## src/rtl/mtimer_pkg.sv

```systemverilog
package mtimer_pkg;

    // Control word bit positions
    localparam int CTL_RUN  = 0;
    localparam int CTL_AUTO = 1;
    localparam int CTL_WDOG = 2;

    // Register selector within one timer's 4-word window
    typedef enum logic [1:0] {
        SEL_LOAD  = 2'd0,
        SEL_COUNT = 2'd1,
        SEL_CTRL  = 2'd2,
        SEL_NONE  = 2'd3
    } reg_sel_e;

    typedef struct packed {
        logic run;
        logic autold;
        logic wdog;
    } chan_flags_t;

endpackage

```

## src/rtl/timer_chan.sv

```systemverilog
module timer_chan
    import mtimer_pkg::*;
#(
    parameter int CNT_W    = 16,
    parameter bit HAS_WDOG = 1'b0
) (
    input  logic             clk,
    input  logic             rst_n,
    input  logic             tick,
    input  logic             wr_load,
    input  logic             wr_ctrl,
    input  logic [CNT_W-1:0] wdata,
    output logic [CNT_W-1:0] load_o,
    output logic [CNT_W-1:0] count_o,
    output chan_flags_t      flags_o,
    output logic             irq_o,
    output logic             expire_o
);

    typedef struct packed {
        logic [CNT_W-1:0] load;
        logic [CNT_W-1:0] count;
        chan_flags_t      f;
        logic             irq;
        logic             expired;
    } chan_st_t;

    chan_st_t st_d, st_q;
    logic     kick;

    always_comb begin
        st_d     = st_q;
        st_d.irq = 1'b0;
        // a load write copies into the count when stopped or when guarding
        kick = wr_load && (!st_q.f.run || st_q.f.wdog);

        if (tick && st_q.f.run && !kick) begin
            if (st_q.count != '0) begin
                st_d.count = st_q.count - 1'b1;
                if (st_q.count == CNT_W'(1)) begin
                    st_d.irq = 1'b1;
                    if (!st_q.f.autold && !st_q.f.wdog) begin
                        st_d.f.run = 1'b0;
                    end
                    if (HAS_WDOG && st_q.f.wdog) begin
                        st_d.expired = 1'b1;
                    end
                end
            end else if (st_q.f.wdog) begin
                st_d.count = '0;
            end else if (st_q.f.autold) begin
                st_d.count = st_q.load;
            end else begin
                st_d.f.run = 1'b0;
            end
        end

        if (wr_ctrl && !st_q.f.wdog) begin
            st_d.f.run    = wdata[CTL_RUN];
            st_d.f.autold = wdata[CTL_AUTO];
            if (HAS_WDOG && wdata[CTL_WDOG]) begin
                st_d.f.wdog = 1'b1;
                st_d.f.run  = 1'b1;
            end
        end

        if (wr_load) begin
            st_d.load = wdata;
            if (kick) begin
                st_d.count = wdata;
            end
        end
    end

    always_ff @(posedge clk) begin
        if (!rst_n) begin
            st_q <= '0;
        end else begin
            st_q <= st_d;
        end
    end

    assign load_o   = st_q.load;
    assign count_o  = st_q.count;
    assign flags_o  = st_q.f;
    assign irq_o    = st_q.irq;
    assign expire_o = st_q.expired;

endmodule

```

## src/rtl/timer_rdmux.sv

```systemverilog
module timer_rdmux
    import mtimer_pkg::*;
#(
    parameter int NUM    = 3,
    parameter int CNT_W  = 16,
    parameter int ADDR_W = 4
) (
    input  logic [ADDR_W-1:0]           addr,
    input  logic [NUM-1:0][CNT_W-1:0]   load_all,
    input  logic [NUM-1:0][CNT_W-1:0]   count_all,
    input  chan_flags_t [NUM-1:0]       flags_all,
    output logic [CNT_W-1:0]            rdata
);

    localparam int IDX_W = ADDR_W - 2;

    logic [IDX_W-1:0] idx;
    reg_sel_e         sel;

    always_comb begin
        idx   = addr[ADDR_W-1:2];
        sel   = reg_sel_e'(addr[1:0]);
        rdata = '0;
        for (int i = 0; i < NUM; i++) begin
            if (idx == IDX_W'(i)) begin
                unique case (sel)
                    SEL_LOAD:  rdata = load_all[i];
                    SEL_COUNT: rdata = count_all[i];
                    SEL_CTRL: begin
                        rdata[CTL_RUN]  = flags_all[i].run;
                        rdata[CTL_AUTO] = flags_all[i].autold;
                        rdata[CTL_WDOG] = flags_all[i].wdog;
                    end
                    SEL_NONE:  rdata = '0;
                endcase
            end
        end
    end

endmodule

```

## src/rtl/multi_timer.sv

```systemverilog
module multi_timer
    import mtimer_pkg::*;
#(
    parameter  int NUM_TIMERS = 3,
    parameter  int CNT_W      = 16,
    localparam int ADDR_W     = $clog2(NUM_TIMERS * 4)
) (
    input  logic              clk,
    input  logic              rst_n,
    input  logic              tick,
    input  logic              bus_we,
    input  logic [ADDR_W-1:0] bus_addr,
    input  logic [CNT_W-1:0]  bus_wdata,
    output logic [CNT_W-1:0]  bus_rdata,
    output logic [NUM_TIMERS-1:0] irq,
    output logic              rst_req
);

    logic [NUM_TIMERS-1:0][CNT_W-1:0] load_all;
    logic [NUM_TIMERS-1:0][CNT_W-1:0] count_all;
    chan_flags_t [NUM_TIMERS-1:0]     flags_all;
    logic [NUM_TIMERS-1:0]            expire_all;

    for (genvar i = 0; i < NUM_TIMERS; i++) begin : g_chan
        localparam logic [ADDR_W-1:0] BASE = ADDR_W'(4 * i);
        logic wr_load, wr_ctrl;

        assign wr_load = bus_we && (bus_addr == (BASE | ADDR_W'(SEL_LOAD)));
        assign wr_ctrl = bus_we && (bus_addr == (BASE | ADDR_W'(SEL_CTRL)));

        timer_chan #(
            .CNT_W    (CNT_W),
            .HAS_WDOG (i == 0)
        ) u_chan (
            .clk      (clk),
            .rst_n    (rst_n),
            .tick     (tick),
            .wr_load  (wr_load),
            .wr_ctrl  (wr_ctrl),
            .wdata    (bus_wdata),
            .load_o   (load_all[i]),
            .count_o  (count_all[i]),
            .flags_o  (flags_all[i]),
            .irq_o    (irq[i]),
            .expire_o (expire_all[i])
        );
    end

    timer_rdmux #(
        .NUM    (NUM_TIMERS),
        .CNT_W  (CNT_W),
        .ADDR_W (ADDR_W)
    ) u_rdmux (
        .addr      (bus_addr),
        .load_all  (load_all),
        .count_all (count_all),
        .flags_all (flags_all),
        .rdata     (bus_rdata)
    );

    // only timer 0 can expire; the others tie their flag low
    assign rst_req = |expire_all;

endmodule

```

## config.mk

```make
export PLATFORM = sky130hd
export DESIGN_NAME = multi_timer
export DESIGN_NICKNAME = d
export VERILOG_FILES = /design/src/rtl/mtimer_pkg.sv /design/src/rtl/timer_chan.sv /design/src/rtl/timer_rdmux.sv /design/src/rtl/multi_timer.sv
export SDC_FILE = /design/constraint.sdc
export NUM_CORES = 1
export LEC_CHECK = 0
export CAP_MARGIN = 20
export CORE_AREA = 2 2 121 123
export DETAILED_ROUTE_END_ITERATION = 8
export DIE_AREA = 0 0 123 125
export PLACE_DENSITY = 0.69
export SLEW_MARGIN = 30
export SYNTH_ARGS = -nofsm -noshare
export SYNTH_HDL_FRONTEND = slang
export SYNTH_SLANG_ARGS = --single-unit
```

## constraint.sdc

```tcl
create_clock -name clk -period 4.8 [get_ports clk]
set_input_delay 0.48 -clock clk [delete_from_list [all_inputs] [get_ports clk]]
set_output_delay 0.48 -clock clk [all_outputs]
set_load 0.02 [all_outputs]
```

# After elaboration in Yosys (flattened, before gate mapping)

Cells that the tools add are included.

Bits in registers: 107
Input bits: 24
Logic and storage cells: 130
Output and inout bits: 20

Reductions and logical operators: 45
Eq/ne operators: 23
Muxes and demuxes: 42
Add/sub/neg operators: 3

Operator list:

| operator              | number |
|---|---|
| $mux 16               | 13 |
| $mux 17               | 6 |
| $pmux 13 s3           | 2 |
| $eq 16x1->1 const B   | 3 |
| $reduce_bool 16->1    | 3 |
| $sub 16x1->16 const B | 3 |
| $pmux 3 s4            | 3 |
| $ne 3x3->1 const B    | 10 |
| $pmux 13 s2           | 1 |
| $logic_and 1x1->1     | 17 |
| $mux 1                | 13 |
| $reduce_and 4->1      | 3 |
| $logic_not 1->1       | 10 |
| $reduce_and 3->1      | 3 |
| $eq 4x3->1 const B    | 2 |
| $eq 4x4->1 const B    | 2 |
| $eq 2x2->1 const B    | 3 |
| $mux 2                | 3 |
| $reduce_bool 2->1     | 3 |
| $reduce_and 5->1      | 1 |
| $eq 2x1->1 const B    | 2 |
| $eq 4x2->1 const B    | 1 |
| $logic_not 2->1       | 2 |
| $logic_not 4->1       | 1 |
| other kinds (3)       | 3 |

# Logic depth before layout (Yosys ltp)

Depth in word-level cells: 8
Gate-level depth with buffers: 8
Depth with buffers taken out: 7

# Modules after synthesis

A second synthesis with hierarchy kept.

Cell total of the unflattened synthesis: 873
Area total of the unflattened synthesis: 7574.8 um^2

Modules (own cells, without submodules):

| module                        | instances | cells each | sequential area each (um^2) | area an instance (um^2) |
|---|---|---|---|---|
| timer_chan (g_chan[1].u_chan) | 1         | 268        | 700.7                       | 2308.5 |
| timer_chan (g_chan[0].u_chan) | 1         | 253        | 740.7                       | 2177.1 |
| timer_chan (g_chan[2].u_chan) | 1         | 251        | 700.7                       | 2174.6 |
| timer_rdmux                   | 1         | 90         | 0.0                         | 847.1 |
| multi_timer                   | 1         | 11         | 0.0                         | 67.6 |

# Worst setup path after synthesis

No wires, ideal clock.

Path kind: input-to-output
Start: input bus_addr[0]
End: output bus_rdata[4]
Cell stages on the path: 5
Required time: 4.320 ns
Arrival: 1.949 ns
Slack: 2.371 ns
Path buffers: 3
Cell sequence: buf_2 -> buf_1 -> buf_2 -> mux2i_1 -> o221ai_1

Longest elaborated chain between the ends: 7
Elaborated cells on any way between the ends: 9
Classes of those cells: 2 x eq/ne; 6 x mux; 1 x reduce/logical

RTL lines:

| item                                          | RTL line          | source |
|---|---|---|
| from (decl)                                   | multi_timer.sv:12 | `input logic [ADDR_W-1:0] bus_addr,` |
| $eq 2x1->1 or $logic_not 2->1 (tied branches) | timer_rdmux.sv:26 | `unique case (sel)` |
| $pmux 13 s2                                   | timer_rdmux.sv:26 |  |
| $mux 16                                       | timer_rdmux.sv:25 | `if (idx == IDX_W'(i)) begin` |
| $pmux 13 s3                                   | timer_rdmux.sv:26 |  |
| $mux 16                                       | timer_rdmux.sv:25 |  |
| $pmux 13 s3                                   | timer_rdmux.sv:26 |  |
| $mux 16 *                                     | timer_rdmux.sv:25 |  |
| to (decl)                                     | multi_timer.sv:14 | `output logic [CNT_W-1:0] bus_rdata,` |

Every way passes the cells marked *; elsewhere a longest branch is shown, timed or not.

# Worst setup path after layout

Start: input bus_addr[0]
End: output bus_rdata[3]

Same word-level chain as after synthesis.

==> run metrics <==
result of the run finished clean; number of nets in the final layout 963; Critical path destination bus_rdata[3]; TritonCTS clock tree done; portion of the post-synthesis area used by sequential elements 0.304; total of flip-flops plus latches after synthesis 107; routed via count divided by cell count 6.51; Least-Margin Pin Slew 0.914 ns; Post-Route Setup TNS 0 ns; post_cts resized 0; ant diodes 0; antenna-violating nets left 0; PnR Total Power 0.00210 W; total area of multi-input combinational cells 4490 um^2; layout overhead on the synthesized area 9.71%; total of max-cap violations 0; Critical Path Sink Type output pin; routed wire length 23700 um; net count after synthesis slightly below 1000; timing startpoint of the critical path bus_addr[0]; Synth cell types 69; x dimension of the die 123 um; Yosys top cell area share 0.304; reg-to-reg critical path endpoint g_chan[1].u_chan.count_o[7]$_SDFF_PN0_; number of synthesized flops with an enable pin 0; first-pass GRT wire length ~37000 um; count of final max-slew check failures 0; Max VDD drop 176 uV; final core area utilization 0.544; ys async rst share 0; final setup vio count 0; Synth warnings 0; H-tree depth 3; Reg2Reg Launch Point g_chan[1].u_chan.count_o[11]$_SDFF_PN0_; largest cells by area after synthesis sky130_fd_sc_hd__dfxtp_1 30%, sky130_fd_sc_hd__nand2_1 9.6%, sky130_fd_sc_hd__mux2i_1 7.1%, sky130_fd_sc_hd__a21oi_1 6.8%, sky130_fd_sc_hd__clkbuf_1 3.8%; final-report hold violation count 0; ratio of cells with drive above 1 in the final layout 0.0782; slack of the worst reg-to-reg path 2.19 ns; category of the most critical setup path input pin to output pin; number of global-route vias before repair ~6300; Chip Height 125 um; starting DRC count in detailed routing approximately 1000; shortest clock period the worst path allows after layout around 3.7 ns; number of buffers created by CTS 9; Longest Clk Path Bufs 2; worst min path class register to register; Post CTS Setup Buffer Count 0; area of the mapped netlist between 7000 and 8000 um^2; timing-limited maximum frequency 271 MHz; most numerous cell in the Yosys netlist sky130_fd_sc_hd__nand2_1; weighted congestion reported at the end of routability-driven placement 0.906; cell at the root of the clock tree sky130_fd_sc_hd__clkbuf_16; synthesized area per cell 7.43 um^2; headroom to the max-slew limit 0.390; initial core utilization 0.496; pre-CTS worst setup slack 1.18 ns; final worst setup slack 1.11 ns; Power Density around 270 nW/um^2; clock slew seen by the registers of the worst setup and hold paths 0.07 ns; full die area 15400 um^2; clock skew 0.00874 ns; RSZ-0062 raised after global routing no; largest net degree at the start of global routing 49; input/output buffers 43; # clock sinks around 110; drt wl/cell around 21 um; standby leakage power 2.79 nW; top cell type by total area after synthesis sky130_fd_sc_hd__dfxtp_1; overall routing resource usage 0.311; DRC violations left 0; period utilisation layout 0.768; Most used DFF post-synth sky130_fd_sc_hd__dfxtp_1; clock insertion delay at the later pin of the skew report around 0.36 ns; Post-Synthesis Cells about 950; Critical Path AT 3.21 ns; cts hold-fix bufs 0; most used standard cells in the synthesized netlist 180 x sky130_fd_sc_hd__nand2_1, 107 x sky130_fd_sc_hd__dfxtp_1, 96 x sky130_fd_sc_hd__a21oi_1, 72 x sky130_fd_sc_hd__clkbuf_1, 59 x sky130_fd_sc_hd__nor2_1; total of fill cells in the finished design about 1400; standard-cell row count 44; critical path fanouts, max 15; routed vias just over 7000; core outline area between 10000 and 15000 um^2; Worst setup SP type input pin; number of top-level pins 44; antenna violations before repair 0; GR Overflow Total 0; Storage cell area around 2100 um^2; DP Wirelength 16700 um; first drt pass iteration count 5; Data required, critical path between 4 and 5 ns; worst reg-to-reg path cell count 5
placed cells by master (no fill, tap or decap), types with 10 or more instances in the layout:
master,count
sky130_fd_sc_hd__o21ai_0,38
sky130_fd_sc_hd__or3_1,11
sky130_fd_sc_hd__o221ai_1,26
sky130_fd_sc_hd__mux2i_1,50
sky130_fd_sc_hd__a31oi_1,19
sky130_fd_sc_hd__nand3_1,14
sky130_fd_sc_hd__nand2b_1,10
sky130_fd_sc_hd__buf_4,16
sky130_fd_sc_hd__inv_1,15
sky130_fd_sc_hd__nand2_1,180
sky130_fd_sc_hd__xnor2_1,11
sky130_fd_sc_hd__nor4_1,14
sky130_fd_sc_hd__o211ai_1,25
sky130_fd_sc_hd__clkdlybuf4s50_1,42
sky130_fd_sc_hd__nand4_1,13
sky130_fd_sc_hd__nor3_1,26
sky130_fd_sc_hd__dfxtp_1,107
sky130_fd_sc_hd__nor2_1,59
sky130_fd_sc_hd__a21oi_1,96
sky130_fd_sc_hd__a211oi_1,11
sky130_fd_sc_hd__mux2_2,24
critical path, stage by stage:
cell	delay, ns
sky130_fd_sc_hd__clkdlybuf4s50_1	0.83
sky130_fd_sc_hd__or3_1	0.80
sky130_fd_sc_hd__o221ai_1	0.41
sky130_fd_sc_hd__clkdlybuf4s50_1	0.67
where the power goes:
part / internal (W) / switching [W] / leakage [nW] / total, W
Clock: 0.000364 / 0.000339 / 0.126 / 0.000703
Sequential: 0.000905 / 0.0000341 / 0.865 / 0.000939
Combinational: 0.000173 / 0.000282 / 1.80 / 0.000456
worst min-delay path by stage:
stage | startpoint | end | cells past startpoint | slack, ns
floorplan | g_chan[0].u_chan.load_o[15]$_SDFFE_PN0P_ | g_chan[0].u_chan.load_o[15]$_SDFFE_PN0P_ | 2 | 0.44
global placement | g_chan[0].u_chan.load_o[9]$_SDFFE_PN0P_ | g_chan[0].u_chan.load_o[9]$_SDFFE_PN0P_ | 2 | 0.46
detailed placement | g_chan[2].u_chan.load_o[1]$_SDFFE_PN0P_ | g_chan[2].u_chan.load_o[1]$_SDFFE_PN0P_ | 2 | 0.46
CTS | g_chan[2].u_chan.load_o[1]$_SDFFE_PN0P_ | g_chan[2].u_chan.load_o[1]$_SDFFE_PN0P_ | 2 | 0.47
global route | g_chan[1].u_chan.load_o[9]$_SDFFE_PN0P_ | g_chan[1].u_chan.load_o[9]$_SDFFE_PN0P_ | 2 | 0.50
finish | g_chan[2].u_chan.load_o[1]$_SDFFE_PN0P_ | g_chan[2].u_chan.load_o[1]$_SDFFE_PN0P_ | 2 | 0.47
cell type report:
type	count	share of cell area
Clock inverter	2	0.00162
Clock buffer	13	0.0324
Timing Repair Buffer	59	0.0706
Multi-Input combinational cell	737	0.581
Sequential cell	107	0.277
Inverter	16	0.00777
Tap cell	184	0.0298
state kept, by name, summed over array words and instances, names as in the netlist:
name                    flops
g_chan.u_chan.irq_o         3
g_chan.u_chan.count_o      48
g_chan.u_chan.flags_o       7
g_chan.u_chan.expire_o      1
g_chan.u_chan.load_o       48
kinds of logic (layout without fill, tap and decap cells):
kind of cell	after synthesis	count (layout)	share of synthesized area
compound gates	257	257	0.234
xor+xnor	14	14	0.0174
fa+ha+maj	9	9	0.0160
buf+inv	104	90	0.0595
flops	107	107	0.304
mux	74	74	0.109
simple gates	383	383	0.259
through the flow:
step / hold slack (ns) / cells / area [um^2]
6_report: 0.474 / 1118 / 7730
5_1_grt: 0.500 / 1118 / 7730
4_1_cts: 0.474 / 1118 / 7730
3_5_place_dp: 0.463 / 1103 / 7470
3_3_place_gp: 0.458 / 1103 / 7460
2_1_floorplan: 0.444 / 948 / 7050
layer usage:
layer,global-route usage,part of all wire,up-vias
met4,0.101,0.030,0
met1,0.473,0.43,3414
met3,0.0511,0.10,43
met2,0.445,0.43,394
li1,-,-,3422
met5,0,0,-
(Power assumes the default switching activity.)
